### config.mk
export PLATFORM = sky130hd
export DESIGN_NAME = chan_reg_bank
export DESIGN_NICKNAME = d
export VERILOG_FILES = /design/src/rtl/crb_pkg.sv /design/src/rtl/crb_sync.sv /design/src/rtl/crb_deframer.sv /design/src/rtl/crb_decoder.sv /design/src/rtl/crb_chan_bank.sv /design/src/rtl/chan_reg_bank.sv
export SDC_FILE = /design/constraint.sdc
export NUM_CORES = 1
export LEC_CHECK = 0
export CAP_MARGIN = 20
export CORE_UTILIZATION = 30
export DETAILED_ROUTE_END_ITERATION = 12
export GPL_ROUTABILITY_DRIVEN = 0
export PLACE_DENSITY = 0.58
export SYNTH_ARGS = -nofsm -noshare
export SYNTH_HDL_FRONTEND = slang
export SYNTH_SLANG_ARGS = --single-unit
### constraint.sdc
create_clock -name clk -period 3.9 [get_ports clk]
set_input_delay 0.78 -clock clk [delete_from_list [all_inputs] [get_ports clk]]
set_output_delay 0.78 -clock clk [all_outputs]
set_load 0.02 [all_outputs]
### src/rtl/crb_pkg.sv
package crb_pkg;
   localparam logic [7:0] ADR_CHSEL = 8'h00;
   localparam logic [7:0] ADR_CTRL  = 8'h03;
   localparam logic [7:0] ADR_FREQ  = 8'h04;
   localparam logic [7:0] ADR_PHASE = 8'h05;
   localparam int         WORD_MAX  = 32;

   typedef enum logic [2:0] {
      TGT_NONE,
      TGT_CHSEL,
      TGT_CTRL,
      TGT_FREQ,
      TGT_PHASE
   } tgt_e;

   function automatic int byte_len(input int bits);
      return (bits + 7) / 8;
   endfunction
endpackage

### src/rtl/crb_sync.sv
module crb_sync #(
   parameter int           STAGES  = 2,
   parameter int           W       = 1,
   parameter logic [W-1:0] RST_VAL = '0
) (
   input  logic         clk,
   input  logic         rst_n,
   input  logic [W-1:0] d,
   output logic [W-1:0] q
);
   generate
      if (STAGES < 2) begin : g_bad
         $error("crb_sync needs at least two stages");
      end
   endgenerate

   logic [W-1:0] stage_q [STAGES];

   always_ff @(posedge clk or negedge rst_n) begin
      if (!rst_n) begin
         for (int i = 0; i < STAGES; i++) stage_q[i] <= RST_VAL;
      end else begin
         stage_q[0] <= d;
         for (int i = 1; i < STAGES; i++) stage_q[i] <= stage_q[i-1];
      end
   end

   assign q = stage_q[STAGES-1];
endmodule

### src/rtl/crb_deframer.sv
module crb_deframer (
   input  logic       clk,
   input  logic       rst_n,
   input  logic       sck_s,
   input  logic       cs_n_s,
   input  logic       mosi_s,
   output logic       byte_vld,
   output logic [7:0] byte_q
);
   logic       sck_d;
   logic [2:0] bit_cnt;
   logic [6:0] shift_q;
   logic       sck_rise;

   assign sck_rise = sck_s & ~sck_d & ~cs_n_s;

   always_ff @(posedge clk or negedge rst_n) begin
      if (!rst_n) begin
         sck_d    <= 1'b0;
         bit_cnt  <= '0;
         shift_q  <= '0;
         byte_vld <= 1'b0;
         byte_q   <= '0;
      end else begin
         sck_d    <= sck_s;
         byte_vld <= 1'b0;
         if (cs_n_s) begin
            bit_cnt <= '0;
         end else if (sck_rise) begin
            shift_q <= {shift_q[5:0], mosi_s};
            bit_cnt <= bit_cnt + 3'd1;
            if (bit_cnt == 3'd7) begin
               byte_vld <= 1'b1;
               byte_q   <= {shift_q, mosi_s};
            end
         end
      end
   end
endmodule

### src/rtl/crb_decoder.sv
module crb_decoder
   import crb_pkg::*;
#(
   parameter int FTW_W  = 32,
   parameter int POW_W  = 14,
   parameter int CTRL_W = 24
) (
   input  logic                clk,
   input  logic                rst_n,
   input  logic                cs_n_s,
   input  logic                byte_vld,
   input  logic [7:0]          byte_q,
   output logic                wr_chsel,
   output logic                wr_ctrl,
   output logic                wr_freq,
   output logic                wr_phase,
   output logic [WORD_MAX-1:0] wr_data
);
   localparam logic [2:0] FREQ_BYTES  = 3'(byte_len(FTW_W));
   localparam logic [2:0] PHASE_BYTES = 3'(byte_len(POW_W));
   localparam logic [2:0] CTRL_BYTES  = 3'(byte_len(CTRL_W));

   logic                have_addr;
   tgt_e                tgt;
   logic [2:0]          need;
   logic [2:0]          got;
   logic [WORD_MAX-9:0] acc;

   always_ff @(posedge clk or negedge rst_n) begin
      if (!rst_n) begin
         have_addr <= 1'b0;
         tgt       <= TGT_NONE;
         need      <= '0;
         got       <= '0;
         acc       <= '0;
         wr_chsel  <= 1'b0;
         wr_ctrl   <= 1'b0;
         wr_freq   <= 1'b0;
         wr_phase  <= 1'b0;
         wr_data   <= '0;
      end else begin
         wr_chsel <= 1'b0;
         wr_ctrl  <= 1'b0;
         wr_freq  <= 1'b0;
         wr_phase <= 1'b0;
         if (cs_n_s) begin
            have_addr <= 1'b0;
            got       <= '0;
         end else if (byte_vld) begin
            if (!have_addr) begin
               have_addr <= 1'b1;
               got       <= '0;
               acc       <= '0;
               unique case (byte_q)
                  ADR_CHSEL: begin tgt <= TGT_CHSEL; need <= 3'd1;        end
                  ADR_CTRL:  begin tgt <= TGT_CTRL;  need <= CTRL_BYTES;  end
                  ADR_FREQ:  begin tgt <= TGT_FREQ;  need <= FREQ_BYTES;  end
                  ADR_PHASE: begin tgt <= TGT_PHASE; need <= PHASE_BYTES; end
                  default:   begin tgt <= TGT_NONE;  need <= 3'd0;        end
               endcase
            end else if (got < need) begin
               acc <= {acc[WORD_MAX-17:0], byte_q};
               got <= got + 3'd1;
               if (got + 3'd1 == need) begin
                  wr_data <= {acc, byte_q};
                  case (tgt)
                     TGT_CHSEL: wr_chsel <= 1'b1;
                     TGT_CTRL:  wr_ctrl  <= 1'b1;
                     TGT_FREQ:  wr_freq  <= 1'b1;
                     TGT_PHASE: wr_phase <= 1'b1;
                     default:   ;
                  endcase
               end
            end
         end
      end
   end
endmodule

### src/rtl/crb_chan_bank.sv
module crb_chan_bank
   import crb_pkg::*;
#(
   parameter int NCH    = 4,
   parameter int FTW_W  = 32,
   parameter int POW_W  = 14,
   parameter int CTRL_W = 24
) (
   input  logic                 clk,
   input  logic                 rst_n,
   input  logic                 wr_chsel,
   input  logic                 wr_ctrl,
   input  logic                 wr_freq,
   input  logic                 wr_phase,
   input  logic [WORD_MAX-1:0]  wr_data,
   input  logic                 commit,
   output logic [NCH*FTW_W-1:0] freq_words,
   output logic [NCH*POW_W-1:0] phase_words,
   output logic [CTRL_W-1:0]    ctrl_word
);
   logic [3:0]        chan_en;
   logic [CTRL_W-1:0] ctrl_pend;

   always_ff @(posedge clk or negedge rst_n) begin
      if (!rst_n) begin
         chan_en   <= 4'hF;
         ctrl_pend <= '0;
         ctrl_word <= '0;
      end else begin
         if (wr_chsel) chan_en   <= wr_data[7:4];
         if (wr_ctrl)  ctrl_pend <= wr_data[CTRL_W-1:0];
         if (commit)   ctrl_word <= ctrl_pend;
      end
   end

   generate
      for (genvar ch = 0; ch < NCH; ch++) begin : g_ch
         logic [FTW_W-1:0] f_pend, f_act;
         logic [POW_W-1:0] p_pend, p_act;

         always_ff @(posedge clk or negedge rst_n) begin
            if (!rst_n) begin
               f_pend <= '0;
               p_pend <= '0;
               f_act  <= '0;
               p_act  <= '0;
            end else begin
               if (wr_freq && chan_en[ch])  f_pend <= wr_data[FTW_W-1:0];
               if (wr_phase && chan_en[ch]) p_pend <= wr_data[POW_W-1:0];
               if (commit) begin
                  f_act <= f_pend;
                  p_act <= p_pend;
               end
            end
         end

         assign freq_words[ch*FTW_W +: FTW_W]  = f_act;
         assign phase_words[ch*POW_W +: POW_W] = p_act;
      end
   endgenerate
endmodule

### src/rtl/chan_reg_bank.sv
module chan_reg_bank
   import crb_pkg::*;
#(
   parameter int NCH         = 4,
   parameter int FTW_W       = 32,
   parameter int POW_W       = 14,
   parameter int CTRL_W      = 24,
   parameter int SYNC_STAGES = 2
) (
   input  logic                 clk,
   input  logic                 rst_n,
   input  logic                 sck,
   input  logic                 cs_n,
   input  logic                 mosi,
   input  logic                 io_update,
   output logic [NCH*FTW_W-1:0] freq_words_o,
   output logic [NCH*POW_W-1:0] phase_words_o,
   output logic                 autoclear_o,
   output logic                 clear_acc_o
);
   localparam int AUTOCLR_BIT = 13;
   localparam int CLRACC_BIT  = 12;

   generate
      if (NCH < 1 || NCH > 4) begin : g_bad_nch
         $error("NCH must be 1..4");
      end
      if (FTW_W > WORD_MAX || POW_W > 16 || CTRL_W > WORD_MAX) begin : g_bad_w
         $error("register width out of range");
      end
      if (CTRL_W <= AUTOCLR_BIT) begin : g_bad_ctrl
         $error("control word too narrow");
      end
   endgenerate

   logic                sck_s, cs_n_s, mosi_s, upd_s, upd_d, commit;
   logic                byte_vld;
   logic [7:0]          byte_q;
   logic                wr_chsel, wr_ctrl, wr_freq, wr_phase;
   logic [WORD_MAX-1:0] wr_data;
   logic [CTRL_W-1:0]   ctrl_word;

   crb_sync #(.STAGES(SYNC_STAGES), .W(4), .RST_VAL(4'b0100)) i_sync (
      .clk   (clk),
      .rst_n (rst_n),
      .d     ({sck, cs_n, mosi, io_update}),
      .q     ({sck_s, cs_n_s, mosi_s, upd_s})
   );

   always_ff @(posedge clk or negedge rst_n) begin
      if (!rst_n) upd_d <= 1'b0;
      else        upd_d <= upd_s;
   end
   assign commit = upd_s & ~upd_d;

   crb_deframer i_deframer (
      .clk      (clk),
      .rst_n    (rst_n),
      .sck_s    (sck_s),
      .cs_n_s   (cs_n_s),
      .mosi_s   (mosi_s),
      .byte_vld (byte_vld),
      .byte_q   (byte_q)
   );

   crb_decoder #(.FTW_W(FTW_W), .POW_W(POW_W), .CTRL_W(CTRL_W)) i_decoder (
      .clk      (clk),
      .rst_n    (rst_n),
      .cs_n_s   (cs_n_s),
      .byte_vld (byte_vld),
      .byte_q   (byte_q),
      .wr_chsel (wr_chsel),
      .wr_ctrl  (wr_ctrl),
      .wr_freq  (wr_freq),
      .wr_phase (wr_phase),
      .wr_data  (wr_data)
   );

   crb_chan_bank #(.NCH(NCH), .FTW_W(FTW_W), .POW_W(POW_W), .CTRL_W(CTRL_W)) i_bank (
      .clk         (clk),
      .rst_n       (rst_n),
      .wr_chsel    (wr_chsel),
      .wr_ctrl     (wr_ctrl),
      .wr_freq     (wr_freq),
      .wr_phase    (wr_phase),
      .wr_data     (wr_data),
      .commit      (commit),
      .freq_words  (freq_words_o),
      .phase_words (phase_words_o),
      .ctrl_word   (ctrl_word)
   );

   assign autoclear_o = ctrl_word[AUTOCLR_BIT];
   assign clear_acc_o = ctrl_word[CLRACC_BIT];
endmodule

==> impl_results.rst, run 1 <==
.. list-table::
   :header-rows: 1

   * - Metric
     - Value
   * - Vias post-DR
     - 9726
   * - Wire length per cell
     - 19.0 um
   * - Starting Density
     - 0.303
   * - Unrepaired setup endpoints after global routing
     - false
   * - Global route overflow
     - 0
   * - Clock-pin slew on the worst setup and hold paths
     - 0.06 ns
   * - Rel. slew slack
     - 0.465
   * - Number of nets still failing antenna checks after routing
     - 0
   * - Fin crit share
     - 0.744
   * - Number of I/O pins
     - 192
   * - Global-route wire length before repair
     - 62800 um
   * - Net count of the mapped netlist
     - 1107
   * - Power per cell area
     - 458 nW/um^2
   * - Die span in x
     - 246 um
   * - Highest Clock Rate
     - 345 MHz
   * - Share of cells above drive strength 1
     - 0.408
   * - Arrival time of the worst setup path
     - 3.36 ns
   * - Resized Gates After CTS
     - 0
   * - Maximum clock skew at final layout
     - 0.0231 ns
   * - Worst reg-to-reg setup slack
     - 1.0 ns
   * - Number of maximum-capacitance violations
     - 0
   * - Setup Buffers After CTS
     - 0
   * - Leakage dissipation
     - 0.0110 uW
   * - Vert. Die Dim
     - 246 um
   * - Average size of a mapped cell
     - 16.4 um^2
   * - Post-CTS Hold Buffers
     - 0
   * - Status
     - complete, no violations
   * - Portion of the post-synthesis area used by sequential elements
     - 0.664
   * - Worst slack at placement
     - 0.996 ns
   * - First-pass DRT Iterations
     - 4
   * - Worst Setup End Kind
     - flip-flop
   * - Startpoint type of the worst setup path
     - flip-flop
   * - Total wire length
     - 40000 um
   * - H-tree Lvls
     - 2
   * - Placed cell count
     - 2015
   * - Post-route DRC
     - 0
   * - Area contributors post-synth
     - sky130_fd_sc_hd__dfrtp_1, sky130_fd_sc_hd__mux2_2, sky130_fd_sc_hd__a22o_1
   * - Measured slew at the worst slew-check pin
     - 0.801 ns
   * - Setup TNS
     - 0 ns
   * - Pin count of the biggest net entering global routing
     - 107
   * - VDD IR-drop max
     - 0.355 mV
   * - Worst hold slack
     - 0.230 ns
   * - Number of global-route vias before repair
     - 10300
   * - Worst-skew pair later-pin latency
     - 0.59 ns
   * - Crit path kind
     - reg2reg
   * - Diode count
     - 0
   * - Routed via count divided by cell count
     - 4.61
   * - Non-filler instance count after layout
     - 2109
   * - Path category of the worst min-delay check
     - in2async
   * - Total clock buffers created by CTS
     - 53
   * - Register Area
     - 11900 um^2
   * - Area of combinational cells with multiple inputs
     - 5750 um^2
   * - Number of buffers on the longest clock path
     - 3
   * - Buffers added on ports
     - 191
   * - Overall Global Routing Usage
     - 0.135
   * - Count of different cell masters after synthesis
     - 37
   * - Synth warn
     - 0
   * - Number of storage elements in the synthesis netlist
     - 475
   * - Number of DRC markers in iteration 0
     - 378
   * - Core outline area
     - 59000 um^2
   * - Area share of the largest cell type after synthesis
     - 0.655
   * - Synthesized area
     - 17900 um^2
   * - Layout fillers
     - 5513
   * - Synth area leader
     - sky130_fd_sc_hd__dfrtp_1
   * - CTS Root Buffer Type
     - sky130_fd_sc_hd__clkbuf_16
   * - Min cycle time layout
     - 2.90 ns
   * - Number of nets at the end of the flow
     - 1309
   * - Clock net sink count
     - 475
   * - Clock tree from TritonCTS
     - yes
   * - Number of antenna violations at the first check in global routing
     - 0
   * - Critical Path RT
     - 4.36 ns
   * - Highest-count cells in the layout ignoring fill and taps
     - sky130_fd_sc_hd__dfrtp_1, sky130_fd_sc_hd__mux2_2, sky130_fd_sc_hd__clkdlybuf4s50_1
   * - Max-slew violations
     - 0
   * - Fin worst setup slack
     - 0.999 ns
   * - Synthesized instance count
     - 1095
   * - Most common cell after layout, fill and taps aside
     - sky130_fd_sc_hd__dfrtp_1
   * - Total setup violations reported at the end of the flow
     - 0
   * - # rows
     - 89
   * - Count of endpoints failing hold in the final timing report
     - 0
   * - Area of the die
     - 60700 um^2
   * - Area Growth Syn to Fin
     - 26.2%
   * - Worst-path fanout max
     - 30
   * - Detailed placement HPWL
     - 25200 um
path summary, 6_finish.rpt:
| check | startpoint | end | cells past startpoint |
|---|---|---|---|
| worst max-delay path | i_decoder.got[2] | i_decoder.wr_data[8] | 6 |
| worst min-delay path | rst_n | i_bank.g_ch[1].f_act[27] | 1 |
| worst max register to register | i_decoder.got[2] | i_decoder.wr_data[8] | 6 |
| worst min register to register | i_sync.stage_q[4] | i_sync.q[0] | 0 |
| max in group asynchronous | rst_n | i_bank.g_ch[3].f_pend[9] | 2 |
| min in group clk | i_sync.stage_q[4] | i_sync.q[0] | 0 |
stage by stage:
step	area (um^2)	total power, uW	util
finish	22600	10300	0.383
global route	22600	10800	0.383
CTS	22600	10600	0.383
detailed placement	20800	5310	0.352
global placement	20800	5310	0.352
floorplan	17900	5160	-
layer usage:
layer  up-vias  share of wire  global-route usage
met1      5136           0.45               0.180
met5         -              0                   0
met3        62          0.065              0.0449
met4         0          0.019              0.0325
li1       4345              -                   -
met2       183           0.46               0.210
power breakdown:
group / total, uW / switching (uW) / leakage (uW) / internal (uW)
combinational: 223 / 147 / 0.00353 / 76.0
sequential: 4990 / 24.1 / 0.00659 / 4970
clock: 5130 / 2010 / 0.000881 / 3130
total: 10300 / 2180 / 0.0110 / 8170
worst max-delay path, cell delays in order, from the launching register on:
cell	delay [ns]
sky130_fd_sc_hd__dfrtp_1	0.44
sky130_fd_sc_hd__ha_1	0.33
sky130_fd_sc_hd__and3b_1	0.20
sky130_fd_sc_hd__or2_2	0.55
sky130_fd_sc_hd__nor3_4	0.64
sky130_fd_sc_hd__buf_12	0.26
sky130_fd_sc_hd__mux2_2	0.35
state kept, by name (all words and copies together) (netlist names), 3 cells and up:
register and cells:
i_decoder.need 3, i_sync.stage_q 4, i_bank.g_ch.f_act 128, i_decoder.got 3, i_deframer.bit_cnt 3, i_decoder.acc 24, i_deframer.shift_q 7, i_sync.q 4
i_decoder.tgt 3, i_bank.g_ch.f_pend 128, i_bank.g_ch.p_pend 56, i_bank.chan_en 4, i_decoder.wr_data 32, i_bank.g_ch.p_act 56, i_deframer.byte_q 8
Yosys cell counts:
library cell	instances
sky130_fd_sc_hd__a21o_1	1
sky130_fd_sc_hd__a22o_1	48
sky130_fd_sc_hd__a31oi_1	3
sky130_fd_sc_hd__and3_1	1
sky130_fd_sc_hd__and3b_1	1
sky130_fd_sc_hd__and4b_1	1
sky130_fd_sc_hd__and4bb_2	2
sky130_fd_sc_hd__buf_1	17
sky130_fd_sc_hd__buf_6	5
sky130_fd_sc_hd__clkbuf_1	42
sky130_fd_sc_hd__dfrtp_1	469
sky130_fd_sc_hd__dfstp_2	6
sky130_fd_sc_hd__ha_1	6
sky130_fd_sc_hd__inv_1	4
sky130_fd_sc_hd__mux2_1	2
sky130_fd_sc_hd__mux2_2	421
sky130_fd_sc_hd__mux2i_1	2
sky130_fd_sc_hd__nand2_1	18
sky130_fd_sc_hd__nand2b_1	5
sky130_fd_sc_hd__nand2b_4	1
sky130_fd_sc_hd__nand3_1	3
sky130_fd_sc_hd__nand3b_1	1
sky130_fd_sc_hd__nand4_1	1
sky130_fd_sc_hd__nor2_1	10
sky130_fd_sc_hd__nor2b_1	1
sky130_fd_sc_hd__nor3_1	1
sky130_fd_sc_hd__nor3_4	1
sky130_fd_sc_hd__nor3b_1	1
sky130_fd_sc_hd__o211ai_1	1
sky130_fd_sc_hd__o21ai_0	4
sky130_fd_sc_hd__o31ai_1	3
sky130_fd_sc_hd__or2_2	2
sky130_fd_sc_hd__or3_1	2
sky130_fd_sc_hd__or4_1	2
sky130_fd_sc_hd__or4b_4	1
sky130_fd_sc_hd__xnor2_1	2
sky130_fd_sc_hd__xor2_1	4
layout make-up:
class,count,share of cell area
inverter,4,0.000664
clock buffer,78,0.0700
sequential,475,0.526
tap,773,0.0428
clock inverter,16,0.0103
timing repair buffer,211,0.0959
multi-input combinational,552,0.254
logic make-up after synthesis:
kind of cell,after synthesis,share of synthesized area
xor+xnor,6,0.00293
compound gates,60,0.0277
buf+inv,68,0.0163
simple gates,55,0.0177
mux,425,0.267
flops,475,0.664
fa+ha+maj,6,0.00419
Note: power is estimated with default switching activity, not from simulation.
==> run 2, diff against run 1 <==
--- a/config.mk
+++ b/config.mk
@@ -9,7 +9,7 @@
 export CORE_UTILIZATION = 30
 export DETAILED_ROUTE_END_ITERATION = 12
 export GPL_ROUTABILITY_DRIVEN = 0
-export PLACE_DENSITY = 0.58
+export PLACE_DENSITY = 0.59
 export SYNTH_ARGS = -nofsm -noshare
 export SYNTH_HDL_FRONTEND = slang
 export SYNTH_SLANG_ARGS = --single-unit
==> constraint.sdc (replaced) <==
create_clock -name clk -period 2.6 [get_ports clk]
set_input_delay 0.52 -clock clk [delete_from_list [all_inputs] [get_ports clk]]
set_output_delay 0.52 -clock clk [all_outputs]
set_load 0.02 [all_outputs]
==> run 2 against run 1 <==
- cell area rose by 0.44%
- global-route usage rose by 0.22 points
- sequential power rose by 50%
- utilization rose by 0.17 points
- total power rose by 46%
- die area did not move
- register-to-register slack got worse by 0.76 ns
- clock power rose by 42%
- sequential share of layout area fell by 0.23 points
- critical endpoint is now i_decoder.wr_data[24]
- largest cell class unchanged
==> impl_results.rst, run 2 (synthesis gave the netlist of run 1 again) <==
.. list-table::
   :header-rows: 1

   * - Metric
     - Value
   * - Starting Density
     - 0.303
   * - Buffers added on ports
     - 191
   * - Layout fillers
     - 5532
   * - Share of cells above drive strength 1
     - 0.410
   * - Number of nets still failing antenna checks after routing
     - 0
   * - Count of endpoints failing hold in the final timing report
     - 0
   * - Resized Gates After CTS
     - 0
   * - Startpoint type of the worst setup path
     - flip-flop
   * - Slowest CP cell
     - sky130_fd_sc_hd__or4b_4
   * - Net switching power of the design
     - 3230 uW
   * - Global-route wire length before repair
     - 63600 um
   * - Registers with the most flip-flops
     - i_bank.g_ch.f_act (128), i_bank.g_ch.f_pend (128)
   * - Pin count of the biggest net entering global routing
     - 79
   * - Core outline area
     - 59000 um^2
   * - H-tree Lvls
     - 2
   * - Routed via count divided by cell count
     - 4.59
   * - Min cycle time layout
     - 2.36 ns
   * - CTS Root Buffer Type
     - sky130_fd_sc_hd__clkbuf_16
   * - Worst-skew pair later-pin latency
     - 0.60 ns
   * - Global route overflow
     - 0
   * - Fraction of power consumed by sequential logic
     - 0.495
   * - Rel. slew slack
     - 0.470
   * - Cell class contributing the biggest share of worst-path delay
     - simple AND/OR/NAND/NOR gates
   * - Critical Path RT
     - 3.06 ns
   * - Path category of the worst min-delay check
     - reg2reg
   * - Number of antenna violations at the first check in global routing
     - 0
   * - Number of buffers on the longest clock path
     - 3
   * - Number of nets at the end of the flow
     - 1325
   * - Number of global-route vias before repair
     - 10400
   * - Wire length per cell
     - 19.0 um
   * - # rows
     - 89
   * - Worst slack at placement
     - 0.226 ns
   * - Vert. Die Dim
     - 246 um
   * - Share of total power in the clock network
     - 0.481
   * - Combinational power share
     - 0.024
   * - First-pass DRT Iterations
     - 4
   * - Die span in x
     - 246 um
   * - Leakage dissipation
     - 0.0111 uW
   * - Number of maximum-capacitance violations
     - 0
   * - Worst-path fanout max
     - 14
   * - Area Growth Syn to Fin
     - 26.8%
   * - Clock net sink count
     - 475
   * - Clock tree from TritonCTS
     - yes
   * - Sum of buffers and inverters on the critical path
     - 1
   * - VDD IR-drop max
     - 0.475 mV
   * - Fin worst setup slack
     - 0.239 ns
   * - Power per cell area
     - 665 nW/um^2
   * - Switching share of power
     - 0.214
   * - Fin crit share
     - 0.908
   * - Worst Setup End Kind
     - flip-flop
   * - Arrival time of the worst setup path
     - 2.82 ns
   * - Setup TNS
     - 0 ns
   * - Cells along the critical path
     - ha_1, xor2_1, or4b_4, nor3_4, buf_4, mux2_2
   * - Overall Global Routing Usage
     - 0.137
   * - Setup Buffers After CTS
     - 0
   * - Highest Clock Rate
     - 424 MHz
   * - Max-slew violations
     - 0
   * - Unrepaired setup endpoints after global routing
     - false
   * - Measured slew at the worst slew-check pin
     - 0.793 ns
   * - Number of I/O pins
     - 192
   * - Post-route DRC
     - 0
   * - Number of DRC markers in iteration 0
     - 352
   * - Total setup violations reported at the end of the flow
     - 0
   * - Register Area
     - 11900 um^2
   * - Status
     - complete, no violations
   * - Crit-path max cell delay
     - 0.49 ns
   * - Cell internal pwr
     - 11900 uW
   * - Crit path kind
     - reg2reg
   * - Detailed placement HPWL
     - 26100 um
   * - Area of the die
     - 60700 um^2
   * - Vias post-DR
     - 9766
   * - Total clock buffers created by CTS
     - 51
   * - Post-CTS Hold Buffers
     - 1
   * - Clock-pin slew on the worst setup and hold paths
     - 0.06 ns
   * - Area of combinational cells with multiple inputs
     - 5750 um^2
   * - Highest-count cells in the layout ignoring fill and taps
     - sky130_fd_sc_hd__dfrtp_1, sky130_fd_sc_hd__mux2_2, sky130_fd_sc_hd__clkdlybuf4s50_1
   * - Diode count
     - 0
   * - Total wire length
     - 40500 um
   * - Most common cell after layout, fill and taps aside
     - sky130_fd_sc_hd__dfrtp_1
   * - Maximum clock skew at final layout
     - 0.0235 ns
-- run 2: cell count changes in the layout (fill, tap and decap cells not counted), sizes merged --
| cell | before | now |
|---|---|---|
| clkbuf | 78 | 81 |
| clkinvlp | 4 | 3 |
| bufinv | 5 | 3 |
| dlygate4sd3 | 0 | 1 |
| buf | 21 | 38 |
| clkinv | 5 | 6 |
-- run 2: through the flow --
step	power [uW]	hold slack (ns)	instance area [um^2]	util	instances
floorplan	7750	0.224	17900	-	1095
global placement	7980	0.337	21000	0.356	2032
detailed placement	8000	0.336	21000	0.356	2032
CTS	15400	0.325	22700	0.385	2128
global route	15700	0.330	22700	0.385	2128
finish	15100	0.343	22700	0.385	2128
-- run 2: final timing paths --
kind / from / endpoint / slack [ns] / depth (start not counted)
worst max register to register: i_decoder.got[0] / i_decoder.wr_data[24] / 0.24 / 6
worst min register to register: i_sync.stage_q[5] / i_sync.q[1] / 0.34 / 0
min in group asynchronous: rst_n / i_bank.g_ch[1].f_pend[27] / 0.45 / 2
worst min-delay path: i_sync.stage_q[5] / i_sync.q[1] / 0.34 / 0
max in group asynchronous: rst_n / i_bank.g_ch[0].f_act[27] / 1.19 / 3
worst max-delay path: i_decoder.got[0] / i_decoder.wr_data[24] / 0.24 / 6
-- run 2: per-layer routing --
| metal | vias to the layer above | wire length (um) | GRT usage |
|---|---|---|---|
| met5 | - | 0 | 0 |
| met3 | 51 | 2450 | 0.0415 |
| met2 | 189 | 19100 | 0.220 |
| met1 | 5150 | 18400 | 0.181 |
| met4 | 0 | 602 | 0.0318 |
| li1 | 4376 | - | - |
-- run 2: layout make-up --
| class | count | share of cell area |
|---|---|---|
| clock inverters | 14 | 0.00854 |
| well taps | 773 | 0.0426 |
| multi-input cells | 552 | 0.253 |
| flip-flops and latches | 475 | 0.524 |
| repair buffers | 229 | 0.105 |
| inverters | 4 | 0.000661 |
| clock buffers | 81 | 0.0665 |
-- run 2: power groups by stage --
stage	combinational (uW)	clock [uW]	sequential (uW)
3_5_place_dp	377	0	7620
4_1_cts	379	7510	7480
6_report	360	7270	7480
2_1_floorplan	140	0	7610
5_1_grt	407	7830	7490
3_3_place_gp	371	0	7610
